[src/rtl/blkpoly_pkg.sv]
package blkpoly_pkg;
  localparam int DEF_NTAPS = 23;
  localparam int DEF_CW    = 16;

  // Symmetric default set: quadratic taper around the centre tap, Q1.14,
  // gain of the 5/3 interpolation already folded in.
  function automatic logic [DEF_NTAPS*DEF_CW-1:0] default_taps();
    logic [DEF_NTAPS*DEF_CW-1:0] r;
    int d;
    r = '0;
    for (int k = 0; k < DEF_NTAPS; k++) begin
      d = k - (DEF_NTAPS - 1) / 2;
      r[k*DEF_CW +: DEF_CW] = DEF_CW'(5400 - 44 * d * d);
    end
    return r;
  endfunction
endpackage

[src/rtl/blkpoly_blocker.sv]
module blkpoly_blocker #(
  parameter int M  = 3,
  parameter int DW = 16
) (
  input  logic                 clk,
  input  logic                 rst,
  input  logic                 in_valid,
  input  logic signed [DW-1:0] in_data,
  output logic                 blk_fire,
  output logic signed [DW-1:0] blk_o [M]
);
  localparam int PW = (M > 2) ? $clog2(M) : 1;

  logic [PW-1:0]        phase;
  logic signed [DW-1:0] xr [M-1];

  always_ff @(posedge clk) begin
    if (rst) begin
      phase <= '0;
      for (int j = 0; j < M-1; j++) xr[j] <= '0;
    end else if (in_valid) begin
      if (phase == PW'(M-1)) phase <= '0;
      else                   phase <= phase + 1'b1;
      for (int j = 0; j < M-1; j++)
        if (phase == PW'(j)) xr[j] <= in_data;
    end
  end

  assign blk_fire = in_valid && (phase == PW'(M-1));

  for (genvar m = 0; m < M; m++) begin : g_port
    if (m < M-1) begin : g_held
      assign blk_o[m] = xr[m];
    end else begin : g_live
      assign blk_o[m] = in_data;
    end
  end
endmodule

[src/rtl/blkpoly_matrix.sv]
module blkpoly_matrix #(
  parameter int L     = 5,
  parameter int M     = 3,
  parameter int NTAPS = 23,
  parameter int DW    = 16,
  parameter int CW    = 16,
  parameter int AW    = DW + CW + 4,
  parameter logic [NTAPS*CW-1:0] TAPS = '0
) (
  input  logic                 clk,
  input  logic                 rst,
  input  logic                 fire,
  input  logic signed [DW-1:0] blk_i [M],
  output logic signed [AW-1:0] acc_o [L]
);
  // Number of block-delay stages any sub-filter spans.
  localparam int ND = (NTAPS - 1 + L * (M - 1)) / (L * M) + 1;

  logic signed [AW-1:0] prod [L][ND][M];
  logic signed [AW-1:0] psum [L][ND];
  logic signed [AW-1:0] st   [L][ND-1];

  for (genvar l = 0; l < L; l++) begin : g_out
    for (genvar d = 0; d < ND; d++) begin : g_dly
      for (genvar m = 0; m < M; m++) begin : g_in
        localparam int IDX = L * M * d + M * l - L * m;
        if (IDX >= 0 && IDX < NTAPS) begin : g_tap
          localparam logic signed [CW-1:0] TV = TAPS[IDX*CW +: CW];
          assign prod[l][d][m] = AW'(blk_i[m]) * AW'(TV);
        end else begin : g_none
          assign prod[l][d][m] = '0;
        end
      end

      always_comb begin
        psum[l][d] = '0;
        for (int m = 0; m < M; m++) psum[l][d] = psum[l][d] + prod[l][d][m];
      end

      // Transposed-form partial-sum registers, one per later block.
      if (d >= 1) begin : g_state
        if (d == ND-1) begin : g_last
          always_ff @(posedge clk) begin
            if (rst)       st[l][d-1] <= '0;
            else if (fire) st[l][d-1] <= psum[l][d];
          end
        end else begin : g_mid
          always_ff @(posedge clk) begin
            if (rst)       st[l][d-1] <= '0;
            else if (fire) st[l][d-1] <= psum[l][d] + st[l][d];
          end
        end
      end
    end

    assign acc_o[l] = psum[l][0] + st[l][0];
  end
endmodule

[src/rtl/blkpoly_rndsat.sv]
module blkpoly_rndsat #(
  parameter int AW   = 36,
  parameter int DW   = 16,
  parameter int FRAC = 14
) (
  input  logic signed [AW-1:0] acc_i,
  output logic signed [DW-1:0] res_o
);
  localparam logic signed [AW-1:0] HALF = AW'(1) <<< (FRAC - 1);
  localparam logic signed [AW-1:0] MAXV = {{(AW-DW+1){1'b0}}, {(DW-1){1'b1}}};
  localparam logic signed [AW-1:0] MINV = ~MAXV;

  logic signed [AW-1:0] shifted;

  always_comb begin
    shifted = (acc_i + HALF) >>> FRAC;
    if (shifted > MAXV)      res_o = MAXV[DW-1:0];
    else if (shifted < MINV) res_o = MINV[DW-1:0];
    else                     res_o = shifted[DW-1:0];
  end
endmodule

[src/rtl/blkpoly_serializer.sv]
module blkpoly_serializer #(
  parameter int L  = 5,
  parameter int DW = 16
) (
  input  logic                 clk,
  input  logic                 rst,
  input  logic                 load,
  input  logic signed [DW-1:0] lane_i [L],
  output logic                 out_valid,
  output logic signed [DW-1:0] out_data
);
  localparam int RW = (L > 2) ? $clog2(L) : 1;

  logic signed [DW-1:0] hold [L-1];
  logic [RW-1:0]        rem;

  always_ff @(posedge clk) begin
    if (rst) begin
      out_valid <= 1'b0;
      out_data  <= '0;
      rem       <= '0;
      for (int j = 0; j < L-1; j++) hold[j] <= '0;
    end else if (load) begin
      out_valid <= 1'b1;
      out_data  <= lane_i[0];
      rem       <= RW'(L-1);
      for (int j = 0; j < L-1; j++) hold[j] <= lane_i[j+1];
    end else if (rem != '0) begin
      out_valid <= 1'b1;
      out_data  <= hold[0];
      rem       <= rem - 1'b1;
      for (int j = 0; j < L-2; j++) hold[j] <= hold[j+1];
      hold[L-2] <= '0;
    end else begin
      out_valid <= 1'b0;
      out_data  <= '0;
    end
  end
endmodule

[src/rtl/blkpoly_interp.sv]
module blkpoly_interp #(
  parameter int L     = 5,
  parameter int M     = 3,
  parameter int NTAPS = blkpoly_pkg::DEF_NTAPS,
  parameter int DW    = 16,
  parameter int CW    = blkpoly_pkg::DEF_CW,
  parameter int FRAC  = 14,
  parameter logic [NTAPS*CW-1:0] TAPS = blkpoly_pkg::default_taps()
) (
  input  logic                 clk,
  input  logic                 rst,
  input  logic                 in_valid,
  input  logic signed [DW-1:0] in_data,
  output logic                 out_valid,
  output logic signed [DW-1:0] out_data
);
  localparam int AW = DW + CW + 4;

  logic                 fire;
  logic signed [DW-1:0] blk  [M];
  logic signed [AW-1:0] acc  [L];
  logic signed [DW-1:0] lane [L];

  blkpoly_blocker #(.M(M), .DW(DW)) u_blocker (
    .clk(clk), .rst(rst), .in_valid(in_valid), .in_data(in_data),
    .blk_fire(fire), .blk_o(blk)
  );

  blkpoly_matrix #(
    .L(L), .M(M), .NTAPS(NTAPS), .DW(DW), .CW(CW), .AW(AW), .TAPS(TAPS)
  ) u_matrix (
    .clk(clk), .rst(rst), .fire(fire), .blk_i(blk), .acc_o(acc)
  );

  for (genvar l = 0; l < L; l++) begin : g_lane
    blkpoly_rndsat #(.AW(AW), .DW(DW), .FRAC(FRAC)) u_rs (
      .acc_i(acc[l]), .res_o(lane[l])
    );
  end

  blkpoly_serializer #(.L(L), .DW(DW)) u_ser (
    .clk(clk), .rst(rst), .load(fire), .lane_i(lane),
    .out_valid(out_valid), .out_data(out_data)
  );
endmodule

[config.mk]
export PLATFORM = sky130hd
export DESIGN_NAME = blkpoly_interp
export DESIGN_NICKNAME = d
export VERILOG_FILES = /design/src/rtl/blkpoly_pkg.sv /design/src/rtl/blkpoly_blocker.sv /design/src/rtl/blkpoly_matrix.sv /design/src/rtl/blkpoly_rndsat.sv /design/src/rtl/blkpoly_serializer.sv /design/src/rtl/blkpoly_interp.sv
export SDC_FILE = /design/constraint.sdc
export NUM_CORES = 2
export LEC_CHECK = 0
export ABC_AREA = 1
export ABC_CLOCK_PERIOD_IN_PS = 12500
export BUFFER_PORTS_ARGS = -buffer_cell sky130_fd_sc_hd__buf_2
export CORE_MARGIN = 5
export CORE_UTILIZATION = 40
export CTS_BUF_LIST = sky130_fd_sc_hd__clkbuf_2
export DETAILED_ROUTE_END_ITERATION = 10
export HOLD_SLACK_MARGIN = 0.03
export PLACE_DENSITY = 0.58
export SLEW_MARGIN = 10
export SYNTH_ARGS = -nofsm -noshare
export SYNTH_HDL_FRONTEND = slang
export SYNTH_SLANG_ARGS = --single-unit
[constraint.sdc]
create_clock -name clk -period 12.5 [get_ports clk]
set_input_delay 1.25 -clock clk [delete_from_list [all_inputs] [get_ports clk]]
set_output_delay 1.25 -clock clk [all_outputs]
set_load 0.005 [all_outputs]
==> results.cfg <==
[status]
status = finished clean

[setup_path]
cp_common_cell = nand2_1
path_max_fanout = 15
critPathBufInv = 5
cp_slowest_cell = xor2_1
cpLargestDelayFamily = adder cells
crit_path_end_kind = flip-flop
arrival_ps = 11550
r2r_end = u_ser.hold[2][2]$_DFFE_PP_
timing.rr.start = u_blocker.xr[0][14]$_DFFE_PP_
cp.required_ps = 13700
worstSetupStartpointType = flip-flop
rrSetupSlack_ps = 2160
critPathMaxStageDelay_ps = 1000
setup.worst_path.class = reg -> reg
reg2reg_depth = 34

[routing]
avgViaCountPerCell = 5.38
first_iter_violations = 6274
dr.pass1.iters = 6
wl_per_cell_um = 26.0
routed_wirelength_um = 367000
route.detailed.drc = 0
antenna_left = 0
num_vias = 75828

[sta]
maxSlewHeadroom_pct = 6.94
worst_pin_slew_ps = 1400
finalClockSkew_ps = 316
hold_viol_final = 0
fin_tns_setup_ps = 0
min_period_ps = 10340
finalWorstSetupSlack_ps = 2160
finalSetupViolCount = 0
drv_slew = 0
max_freq_mhz = 96.7
grt_setup_unrepaired = no
period_share_pct = 82.8

[synth]
synth_top_area_cell = fa_1
seq_area_frac_synth_pct = 10.3
syn_nets = 13602
ys_ff_latch = 311
synth_edf_count = 273
syn_area_per_cell_um2 = 7.92
synthArstFlopShare_pct = 0
synth_top_cell_area_share_pct = 25.3
ys_warn_count = 0
synth.area.top_cells = fa_1 (25%), ha_1 (21%), inv_1 (11%)
syn-instance-count = 10997
synth_ff_type = edfxtp_1
netlist_area_mm2 = 0.0871
ys_types = 60

[clock_network]
clockRootBuffer = clkbuf_2
clock-sinks = 311
cts_buffers = 90
htreeDepth = 3
hold_buffers = 0
cts_buffer_depth = 3
clkSlewWorstSetupHoldPaths_ps = 110
cts_tree = yes
cts_setup_buffers = 0
clk_latency_ps = 1580
cts_resized = 0

[grt]
met1_usage_pct = 43.0
gr-usage-all-layers_pct = 31.8
gr-usage-met2_pct = 49.8
overflow = 0
grt_pass1_wl_um = 528000
grt_max_degree = 122
grt_pass1_vias = 76514
busiest_layer = met2
grt_use_met3_pct = 4.32
antenna_found_initial = 26

[final_layout]
area_growth_pct = 5.89
final_common_cell = inv_1
stdcell_count = 14095
stdcell_area_mm2 = 0.0923
final_nets = 13757
mostFrequentLayoutCells = inv_1 (2654), nand2_1 (1800), ha_1 (1483), fa_1 (1103), a21oi_1 (962)
drive_gt1_share_pct = 3.15

[floorplan]
ioPinCount = 36
start_util_pct = 40.2
die_area_mm2 = 0.227
core_mm2 = 0.217
die_w_um = 477
num_rows = 171
die_h_um = 477

[min_path]
min_to = u_blocker.phase[0]$_SDFFE_PP0P_
hold_class = in -> reg
hp-start = in_valid
whs_path_depth = 3

[place]
dp_hpwl_um = 324000
dp_slack_ps = 1710
portBuffers = 35
dp.cells = 13914
dpl_cell_area_mm2 = 0.0913
place_congestion = 1.02

[run]
maxCapViolCount = 0
[cells by family after synthesis]
family,Yosys count,synth area share (%)
AND/OR/NAND/NOR,2944,13.8
buffers and inverters,2733,11.8
adder cells (fa/ha/maj),2586,46.6
AO/OA/AOI/OAI,1843,11.6
XOR/XNOR,580,5.83
flip-flops,311,10.3
[per-layer routing]
metal,vias to the layer above,share of wire (%)
li1,35308,-
met1,37234,43
met2,2711,43
met3,567,6.7
met4,8,6.5
met5,-,0.018
[cells in the mapped netlist (11+ instances only)]
| cell type | count |
|---|---|
| o21ai_0 | 458 |
| clkbuf_1 | 34 |
| ha_1 | 1483 |
| nor3_1 | 82 |
| a211oi_1 | 26 |
| nor4_1 | 45 |
| inv_1 | 2658 |
| nor2_1 | 599 |
| o21a_1 | 48 |
| o21ai_1 | 64 |
| nand2_1 | 1800 |
| dfxtp_1 | 38 |
| nand2_2 | 21 |
| a21boi_0 | 27 |
| o211ai_1 | 28 |
| xnor2_1 | 213 |
| inv_2 | 12 |
| nand3_1 | 283 |
| a31oi_1 | 48 |
| a21oi_1 | 962 |
| o21bai_1 | 60 |
| or2_2 | 18 |
| a21o_1 | 53 |
| xor2_1 | 367 |
| nand3b_1 | 11 |
| edfxtp_1 | 273 |
| fa_1 | 1103 |
| nand4_1 | 65 |
[through the flow]
stage | utilization, % | hold slack, ps
final | 42.5 | 404
after global routing | 42.5 | 296
after CTS | 42.5 | 255
after detailed placement | 42.1 | 460
after global placement | 42.1 | 449
after floorplan | - | 419
[worst max-delay path by stage]
stage / startpoint / end / slack [ps] / cells past startpoint
2_1_floorplan: u_blocker.xr[0][15]$_DFFE_PP_ / u_ser.hold[3][6]$_SDFFE_PP0P_ / 2870 / 37
5_1_grt: u_blocker.xr[0][14]$_DFFE_PP_ / u_ser.hold[2][5]$_DFFE_PP_ / 1900 / 34
3_3_place_gp: in_data[1] / u_ser.hold[3][8]$_SDFFE_PP0P_ / 1810 / 37
6_report: u_blocker.xr[0][14]$_DFFE_PP_ / u_ser.hold[2][2]$_DFFE_PP_ / 2160 / 34
3_5_place_dp: in_data[1] / u_ser.hold[3][5]$_SDFFE_PP0P_ / 1710 / 37
4_1_cts: u_blocker.xr[0][14]$_DFFE_PP_ / u_ser.hold[2][2]$_DFFE_PP_ / 2420 / 34
[registers in the layout (all words and copies together) (netlist names)]
name and cells:
u_ser.hold 64, u_ser.rem 3, u_ser.out_data 16, u_matrix.st 193
u_blocker.phase 2, u_ser.out_valid 1, u_blocker.xr 32
[worst register-to-register path, delay by kind of cell, from the launching register on]
family	cells	cell delay (ps)
fa+ha+maj	9	4130
simple gates	18	3310
buf+inv	5	1190
xor+xnor	2	1180
flops	1	420
[layout make-up]
cell class	instances	area, um^2
antenna	16	40.0
tap	2854	3570
fill	22587	125000
timing repair buffer	124	856
sequential	311	8960
clock buffer	131	656
inverter	2672	10000
multi-input combinational	7953	67900
clock inverter	34	238
Power is not shown: default switching activity piles up to over one toggle a cycle in this logic, so the estimate is an artifact.
